<file path="src/rtl/lpr_pkg.sv">
// Shared types for the per-line palette renderer.
package lpr_pkg;

    // Fetch sequencer phases within one scanline.
    typedef enum logic [2:0] {
        S_IDLE  = 3'd0,   // no line started since reset
        S_DRAIN = 3'd1,   // discarding responses of the previous line
        S_HDR   = 3'd2,   // issuing colour-table reads
        S_DATA  = 3'd3,   // issuing index-byte reads
        S_DONE  = 3'd4    // all reads of this line issued
    } fetch_state_e;

endpackage

</file>
<file path="src/rtl/lpr_fifo.sv">
// Byte prefetch queue with show-ahead output.
// Assumes DEPTH is a power of two; flush has priority over push and pop.
module lpr_fifo #(
    parameter int W     = 8,
    parameter int DEPTH = 4,
    parameter int CNW   = $clog2(DEPTH + 1)
) (
    input  logic           clk,
    input  logic           rst_n,
    input  logic           flush,
    input  logic           push,
    input  logic [W-1:0]   din,
    input  logic           pop,
    output logic [W-1:0]   dout,
    output logic [CNW-1:0] count
);
    localparam int PW = $clog2(DEPTH);

    logic [W-1:0]  store [DEPTH];
    logic [PW-1:0] wr_q, rd_q;

    assign dout = store[rd_q];

    // Pointer and occupancy bookkeeping.
    always_ff @(posedge clk) begin
        if (!rst_n || flush) begin
            wr_q  <= '0;
            rd_q  <= '0;
            count <= '0;
        end else begin
            if (push) wr_q <= wr_q + 1'b1;
            if (pop)  rd_q <= rd_q + 1'b1;
            count <= count + CNW'(push) - CNW'(pop);
        end
    end

    // Storage write, no reset needed on data.
    always_ff @(posedge clk) begin
        if (push && !flush) store[wr_q] <= din;
    end

    // a pixel byte must be present whenever the unpacker takes one.
    a_r7_no_underrun: assert property (@(posedge clk) disable iff (!rst_n)
        (pop && !flush) |-> (count != '0));
    // the request throttle never lets responses overfill the queue.
    a_r9_no_overflow: assert property (@(posedge clk) disable iff (!rst_n)
        (push && !flush) |-> (count != CNW'(DEPTH)));

endmodule

</file>
<file path="src/rtl/lpr_palette.sv">
// Line palette register file: one write port, one combinational read port.
// Assumes writes and reads of one line never overlap in time.
module lpr_palette #(
    parameter int ENTRIES = 16,
    parameter int CW      = 8,
    parameter int IW      = $clog2(ENTRIES)
) (
    input  logic          clk,
    input  logic          rst_n,
    input  logic          we,
    input  logic [IW-1:0] widx,
    input  logic [CW-1:0] wdata,
    input  logic [IW-1:0] ridx,
    output logic [CW-1:0] rdata
);
    logic [CW-1:0] ent [ENTRIES];

    assign rdata = ent[ridx];

    // Load colour entries from the record header.
    always_ff @(posedge clk) begin
        if (!rst_n) begin
            for (int i = 0; i < ENTRIES; i++) ent[i] <= '0;
        end else if (we) begin
            ent[widx] <= wdata;
        end
    end

endmodule

</file>
<file path="src/rtl/lpr_fetch.sv">
// Fetch sequencer: walks scanline records, loads the colour table into the
// palette, then streams index bytes into the prefetch queue.
// Assumes the memory accepts a request every cycle and answers in order.
module lpr_fetch
    import lpr_pkg::*;
#(
    parameter int AW       = 20,
    parameter int ACTIVE_W = 320,
    parameter int DEPTH    = 4,
    parameter int OW       = $clog2(ACTIVE_W / 2),
    parameter int CNW      = $clog2(DEPTH + 1)
) (
    input  logic           clk,
    input  logic           rst_n,
    input  logic           frame_start,
    input  logic           line_start,
    input  logic           mode_sel,
    input  logic [AW-1:0]  base_addr,
    input  logic [OW-1:0]  scroll,
    input  logic           mem_valid,
    input  logic [7:0]     mem_data,
    input  logic [CNW-1:0] fifo_count,
    output logic           mem_req,
    output logic [AW-1:0]  mem_addr,
    output logic           pal_we,
    output logic [3:0]     pal_widx,
    output logic           fifo_push,
    output logic           mode_o
);
    localparam int BPL16 = ACTIVE_W / 2;
    localparam int BPL4  = ACTIVE_W / 4;
    localparam int HDR16 = 16;
    localparam int HDR4  = 4;
    localparam int IFW   = $clog2(HDR16 + DEPTH + 1);

    fetch_state_e  state_q;
    logic          mode_q, mode_eff, rsp_ok, room;
    logic [AW-1:0] rec_q, next_q, rec_src, stride_eff;
    logic [OW-1:0] off_q;
    logic [OW:0]   data_iss_q, bpl, bpl_eff;
    logic [4:0]    hdr_iss_q, hdr_rcv_q, hdr_len;
    logic [IFW-1:0] infl_q;

    // Geometry of the current and the about-to-start line.
    always_comb begin
        hdr_len    = mode_q ? 5'(HDR4) : 5'(HDR16);
        bpl        = mode_q ? (OW+1)'(BPL4) : (OW+1)'(BPL16);
        mode_eff   = frame_start ? mode_sel : mode_q;
        rec_src    = frame_start ? base_addr : next_q;
        stride_eff = mode_eff ? AW'(HDR4 + BPL4) : AW'(HDR16 + BPL16);
        bpl_eff    = mode_eff ? (OW+1)'(BPL4) : (OW+1)'(BPL16);
        room       = ((IFW+1)'(fifo_count) + (IFW+1)'(infl_q)) < (IFW+1)'(DEPTH);
    end

    // Request issue and response routing.
    always_comb begin
        mem_req  = 1'b0;
        mem_addr = rec_q + AW'(hdr_iss_q);
        if (!line_start) begin
            if (state_q == S_HDR) begin
                mem_req = hdr_iss_q < hdr_len;
            end else if (state_q == S_DATA) begin
                mem_req  = room && (data_iss_q < bpl);
                mem_addr = rec_q + AW'(hdr_len) + AW'(off_q);
            end
        end
        rsp_ok    = mem_valid && !line_start &&
                    (state_q == S_HDR || state_q == S_DATA || state_q == S_DONE);
        pal_we    = rsp_ok && (hdr_rcv_q < hdr_len);
        fifo_push = rsp_ok && !pal_we;
    end

    assign pal_widx = hdr_rcv_q[3:0];
    assign mode_o   = mode_q;

    // Sequencer, address walk and in-flight accounting.
    always_ff @(posedge clk) begin
        if (!rst_n) begin
            state_q    <= S_IDLE;
            mode_q     <= 1'b0;
            rec_q      <= '0;
            next_q     <= '0;
            off_q      <= '0;
            data_iss_q <= '0;
            hdr_iss_q  <= '0;
            hdr_rcv_q  <= '0;
            infl_q     <= '0;
        end else begin
            infl_q <= infl_q + IFW'(mem_req) - IFW'(mem_valid);
            if (frame_start) begin
                mode_q <= mode_sel;
                next_q <= base_addr;
            end
            if (line_start) begin
                mode_q     <= mode_eff;
                rec_q      <= rec_src;
                next_q     <= rec_src + stride_eff;
                off_q      <= scroll;
                hdr_iss_q  <= '0;
                hdr_rcv_q  <= '0;
                data_iss_q <= '0;
                state_q    <= S_DRAIN;
            end else begin
                if (pal_we) hdr_rcv_q <= hdr_rcv_q + 5'd1;
                case (state_q)
                    S_DRAIN: if (infl_q == '0) state_q <= S_HDR;
                    S_HDR: if (mem_req) begin
                        hdr_iss_q <= hdr_iss_q + 5'd1;
                        if (hdr_iss_q == hdr_len - 5'd1) state_q <= S_DATA;
                    end
                    S_DATA: if (mem_req) begin
                        off_q      <= ((OW+1)'(off_q) == bpl - 1'b1) ? '0 : off_q + 1'b1;
                        data_iss_q <= data_iss_q + 1'b1;
                        if (data_iss_q == bpl - 1'b1) state_q <= S_DONE;
                    end
                    default: ;
                endcase
            end
        end
    end

    // nothing is read before the first line begins.
    a_r8_idle_quiet: assert property (@(posedge clk) disable iff (!rst_n)
        (state_q == S_IDLE) |-> !mem_req);
    // the whole colour table is in place before any index byte is queued.
    a_r1_table_first: assert property (@(posedge clk) disable iff (!rst_n)
        fifo_push |-> (hdr_rcv_q == hdr_len));
    // the scroll offset must lie inside the line's index bytes.
    a_r5_scroll_range: assert property (@(posedge clk) disable iff (!rst_n)
        line_start |-> ((OW+1)'(scroll) < bpl_eff));
    // stale responses are dropped while draining.
    a_r9_drain_drop: assert property (@(posedge clk) disable iff (!rst_n)
        (state_q == S_DRAIN) |-> !(pal_we || fifo_push));

endmodule

</file>
<file path="src/rtl/linepal_renderer.sv">
// Top of the per-line palette renderer: fetch sequencer, line palette,
// prefetch queue and the index unpacker driving the registered colour output.
// Assumes blanking after line_start is long enough to load the table and
// prime the queue before active_en rises.
module linepal_renderer
    import lpr_pkg::*;
#(
    parameter int AW         = 20,
    parameter int ACTIVE_W   = 320,
    parameter int FIFO_DEPTH = 4,
    parameter int SCROLL_W   = $clog2(ACTIVE_W / 2)
) (
    input  logic                clk,
    input  logic                rst_n,
    input  logic                frame_start,
    input  logic                line_start,
    input  logic                active_en,
    input  logic                mode_sel,
    input  logic [AW-1:0]       base_addr,
    input  logic [SCROLL_W-1:0] scroll,
    output logic                mem_req,
    output logic [AW-1:0]       mem_addr,
    input  logic                mem_valid,
    input  logic [7:0]          mem_data,
    output logic [7:0]          pix_color
);
    localparam int CNW = $clog2(FIFO_DEPTH + 1);

    logic           pal_we, fifo_push, fifo_pop, mode_q, need;
    logic [3:0]     pal_widx, idx;
    logic [7:0]     fifo_dout, pal_rdata, src, sh_q;
    logic [1:0]     left_q;
    logic [CNW-1:0] fifo_count;

    lpr_fetch #(.AW(AW), .ACTIVE_W(ACTIVE_W), .DEPTH(FIFO_DEPTH),
                .OW(SCROLL_W), .CNW(CNW)) u_fetch (
        .clk(clk), .rst_n(rst_n), .frame_start(frame_start),
        .line_start(line_start), .mode_sel(mode_sel), .base_addr(base_addr),
        .scroll(scroll), .mem_valid(mem_valid), .mem_data(mem_data),
        .fifo_count(fifo_count), .mem_req(mem_req), .mem_addr(mem_addr),
        .pal_we(pal_we), .pal_widx(pal_widx), .fifo_push(fifo_push),
        .mode_o(mode_q));

    lpr_palette #(.ENTRIES(16), .CW(8)) u_pal (
        .clk(clk), .rst_n(rst_n), .we(pal_we), .widx(pal_widx),
        .wdata(mem_data), .ridx(idx), .rdata(pal_rdata));

    lpr_fifo #(.W(8), .DEPTH(FIFO_DEPTH), .CNW(CNW)) u_fifo (
        .clk(clk), .rst_n(rst_n), .flush(line_start), .push(fifo_push),
        .din(mem_data), .pop(fifo_pop), .dout(fifo_dout), .count(fifo_count));

    // Pick the next index: fresh byte when the current one is used up.
    always_comb begin
        need     = active_en && (left_q == 2'd0);
        fifo_pop = need;
        src      = need ? fifo_dout : sh_q;
        idx      = mode_q ? {2'b00, src[7:6]} : src[7:4];
    end

    // Shift register holding the rest of the current index byte.
    always_ff @(posedge clk) begin
        if (!rst_n || line_start) begin
            sh_q   <= '0;
            left_q <= '0;
        end else if (active_en) begin
            sh_q   <= mode_q ? {src[5:0], 2'b00} : {src[3:0], 4'b0000};
            left_q <= need ? (mode_q ? 2'd3 : 2'd1) : left_q - 2'd1;
        end
    end

    // Registered colour output, black outside active video.
    always_ff @(posedge clk) begin
        if (!rst_n) pix_color <= '0;
        else        pix_color <= active_en ? pal_rdata : 8'h00;
    end

    // blank cycles produce colour 0 on the next clock.
    a_r7_blank_zero: assert property (@(posedge clk) disable iff (!rst_n)
        !active_en |=> (pix_color == 8'h00));

endmodule

</file>
<file path="config.mk">
export PLATFORM = sky130hd
export DESIGN_NAME = linepal_renderer
export DESIGN_NICKNAME = d
export VERILOG_FILES = /design/src/rtl/lpr_pkg.sv /design/src/rtl/lpr_fifo.sv /design/src/rtl/lpr_palette.sv /design/src/rtl/lpr_fetch.sv /design/src/rtl/linepal_renderer.sv
export SDC_FILE = /design/constraint.sdc
export NUM_CORES = 1
export LEC_CHECK = 0
export ABC_CLOCK_PERIOD_IN_PS = 10900
export BUFFER_PORTS_ARGS = -buffer_cell sky130_fd_sc_hd__buf_2
export CELL_PAD_IN_SITES_DETAIL_PLACEMENT = 2
export CELL_PAD_IN_SITES_GLOBAL_PLACEMENT = 2
export CORE_ASPECT_RATIO = 0.8
export CORE_MARGIN = 2
export CORE_UTILIZATION = 44
export CTS_CLUSTER_DIAMETER = 80
export DETAILED_ROUTE_END_ITERATION = 12
export PLACE_DENSITY = 0.87
export SLEW_MARGIN = 15
export SYNTH_ARGS = -nofsm -noshare
export SYNTH_HDL_FRONTEND = slang
export SYNTH_SLANG_ARGS = --single-unit
</file>
<file path="constraint.sdc">
create_clock -name clk -period 10.9 [get_ports clk]
set_input_delay 0.545 -clock clk [delete_from_list [all_inputs] [get_ports clk]]
set_output_delay 0.545 -clock clk [all_outputs]
set_load 0.02 [all_outputs]
</file>
==> out/qor.txt <==
status = finished clean
die width = 199 um
unrepaired setup endpoints after global routing = no
initial antenna violation count = 0
Sw Share = 28.0%
most common cell after layout, fill and taps aside = edfxtp_1
synthesized instance count = 1229
largest net degree at the start of global routing = 54
DR vias = 10000
Flop pwr share = 47.7%
number of synthesized flops with an enable pin = 160
Remaining DRCs = 0
largest delay contributor family on the critical path = compound AO/OA/AOI/OAI gates
Crit Reg-Reg Endpoint = u_fetch.infl_q[4]$_SDFF_PN0_
first-pass GRT wire length = 67400 um
nets = 1389
Worst Max-Slew Pin Slew = 1160 ps
minimum clock period = 4350 ps
total die area = 31800 um^2
final period utilization = 39.9%
Data arrival, critical path = 3810 ps
Net Count, Synth = 1333
vias in the first global route = 11200
Fillers = 3091
top area cells in the synthesized netlist = edfxtp_1 36%, dfxtp_1 15%, and2_1 6.3%, ha_1 5.2%, mux2i_1 4.6%
post-DP HPWL = 28700 um
cell internal pwr = 1.70 mW
startpoint types = flop
Initial Utilization = 44.4%
max incr delay on CP = 530 ps
Max Fclk = 230 MHz
Worst slew margin = 22.1%
CP endpoint kind = output pin
Mean Syn Cell Area = 10.9 um^2
Required @ worst endpoint = 10360 ps
Final Hold Fails = 0
Setup TNS Final = 0 ps
Core ar. = 30100 um^2
dominant synthesized flop cell = edfxtp_1
reg2reg path depth = 16
CP max stage cell = fa_1
sink of the worst hold path = u_fetch.off_q[5]$_SDFFE_PN0P_
Crit path buffers/inverters = 2
Max Cap Viol = 0
Multi-input gate area = 6130 um^2
Via density = 5.83
Clock transition at path regs = 60 ps
CTS resizes = 0
Reg2Reg Setup Slack = 6950 ps
Layout area overhead = 11.8%
Hold Path Depth = 2
top cell type's share of synthesized area = 36.0%
CP dominant cell by count = fa_1
Total GRT Usage = 27.8%
post-route ant nets = 0
postcts setup bufs = 0
ant diodes = 0
Clock Latency Late Sink = 550 ps
Seq cells post-synth = 261
TritonCTS clock tree = yes
Inst Count DP = 1665
Worst R2R Start = u_fetch.mode_o$_SDFF_PN0_
CP Cell Sequence = buf_4 > fa_1 > fa_1 > a21oi_1 > o211ai_1 > a31oi_1 > o22ai_1 > nand3_1 > xnor2_1 > buf_2
CTS H-tree lvls = 1
Syn Std Cell Area = 13400 um^2
total CTS buffers = 29
P_leak = 5.64 nW
global route overflow = 0
Synth async-reset ratio = 0%
sequential area share after synthesis = 51.1%
I/O pin count = 72
Initial DRC Count = 647
Hold Path Class = in2reg
CTS Hold Bufs = 0
Clock Sinks = 261
root buffer cell = clkbuf_16
YS warnings = 0
final max-slew violation count = 0
number of distinct library cells after synthesis = 74
cell taking the most area after synthesis = edfxtp_1
placer congestion estimate = 0.813
final core occ = 49.6%
Max IR drop VDD = 0.115 mV
Worst Hold Launch = scroll[5]
Layout Skew = 14.0 ps
sequential standard cell area = 6830 um^2
Setup Viol. Count Final = 0
clock share of power = 37.6%
layout cell share with drive strength beyond 1 = 12.3%
switching power = 0.660 mW
highest-count cells in the layout ignoring fill and taps = 160 x edfxtp_1, 135 x and2_1, 101 x nor2_1, 101 x dfxtp_1, 89 x nand2_1
Combinational Power Share = 14.7%
fin cells = 1720
DR WL/cell = 25.4 um
Crit Path Class = reg2out
# port buffers = 71
Pwr Density = 158 nW/um^2
DR pass1 iterations = 5
CP max FO = 24
die height = 160 um
Longest Clk Path Bufs = 3
Rows = 57
Total Wirelength = 43600 um
metal layers:
metal  global-route usage, %  wire length (um)  vias up
li1                        -                 -     4573
met1                    37.2             19000     5120
met2                    47.9             21400      261
met3                    3.34              2170       69
met4                    6.65              1090        0
met5                       0                 0        -
through the flow:
stage | hold WS (ps) | setup slack (ps) | instance area [um^2] | power (mW)
2_1_floorplan | 446 | 7400 | 13400 | 1.36
5_1_grt | 224 | 6330 | 14900 | 2.45
3_3_place_gp | 457 | 6850 | 14100 | 1.45
4_1_cts | 212 | 6570 | 14900 | 2.38
6_report | 230 | 6550 | 14900 | 2.36
3_5_place_dp | 479 | 6520 | 14100 | 1.48
state kept, by name, indices dropped and copies added, names as in the netlist, named ones only:
register	flops
left_q	2
pix_color	8
sh_q	6
u_fetch.data_iss_q	9
u_fetch.hdr_iss_q	5
u_fetch.hdr_rcv_q	5
u_fetch.infl_q	5
u_fetch.mode_o	1
u_fetch.next_q	20
u_fetch.off_q	8
u_fetch.rec_q	20
u_fetch.state_q	3
u_fifo.count	3
u_fifo.rd_q	2
u_fifo.store	32
u_fifo.wr_q	2
u_pal.ent	128
how the worst max path moves through the flow:
stage                                         start                             end  slack [ps]  cells after the start
final                     u_fetch.mode_o$_SDFF_PN0_                    mem_addr[19]        6550                     10
after CTS                 u_fetch.mode_o$_SDFF_PN0_                    mem_addr[19]        6570                     10
after detailed placement                 line_start  u_pal.ent[10][5]$_SDFFCE_PN0P_        6520                      7
after global placement                   line_start  u_pal.ent[10][3]$_SDFFCE_PN0P_        6850                      7
after floorplan           u_fetch.mode_o$_SDFF_PN0_    u_fetch.infl_q[4]$_SDFF_PN0_        7400                     17
after global routing      u_fetch.mode_o$_SDFF_PN0_                    mem_addr[17]        6330                     10
synthesized netlist by cell type (all sizes together), types with 36 or more instances:
| cell type | count |
|---|---|
| a21oi | 44 |
| inv | 42 |
| clkbuf | 36 |
| o21ai | 39 |
| nand2 | 89 |
| nor2 | 102 |
| mux2i | 61 |
| ha | 55 |
| dfxtp | 101 |
| and2 | 135 |
| a211oi | 47 |
| edfxtp | 160 |
final cells by class:
cell class	count	area share (%)
multi-input combinational	865	41.1
clock inverter	17	0.528
sequential	261	45.7
inverter	44	1.11
clock buffer	36	5.04
tap	413	3.46
timing repair buffer	84	3.03
power by group through the flow:
| stage | logic, mW | clock network (mW) | registers, mW |
|---|---|---|---|
| final | 0.347 | 0.888 | 1.13 |
| after detailed placement | 0.336 | 0 | 1.15 |
| after global placement | 0.311 | 0 | 1.14 |
| after CTS | 0.345 | 0.909 | 1.13 |
| after floorplan | 0.229 | 0 | 1.14 |
| after global routing | 0.379 | 0.942 | 1.13 |
logic make-up (layout without fill, tap and decap cells):
logic type      after synthesis  after routing  share of synthesized area, %
compound gates              236            236                          12.4
xor+xnor                     52             52                          3.41
fa+ha+maj                    61             61                          6.05
buf+inv                     103            181                          3.19
flops                       261            261                          51.1
mux                          75             75                          6.43
simple gates                441            441                          17.4
worst reg2reg max path: cells and delay by family (launching register included):
kind                       cells  cell delay [ps]
and+or+nand+nor                6             1150
AOI/OAI and AO/OA              3              570
DFF                            1              310
adders and majority gates      4             1200
buffers and inverters          3              640
No activity file was read; power rests on OpenSTA's default activity.
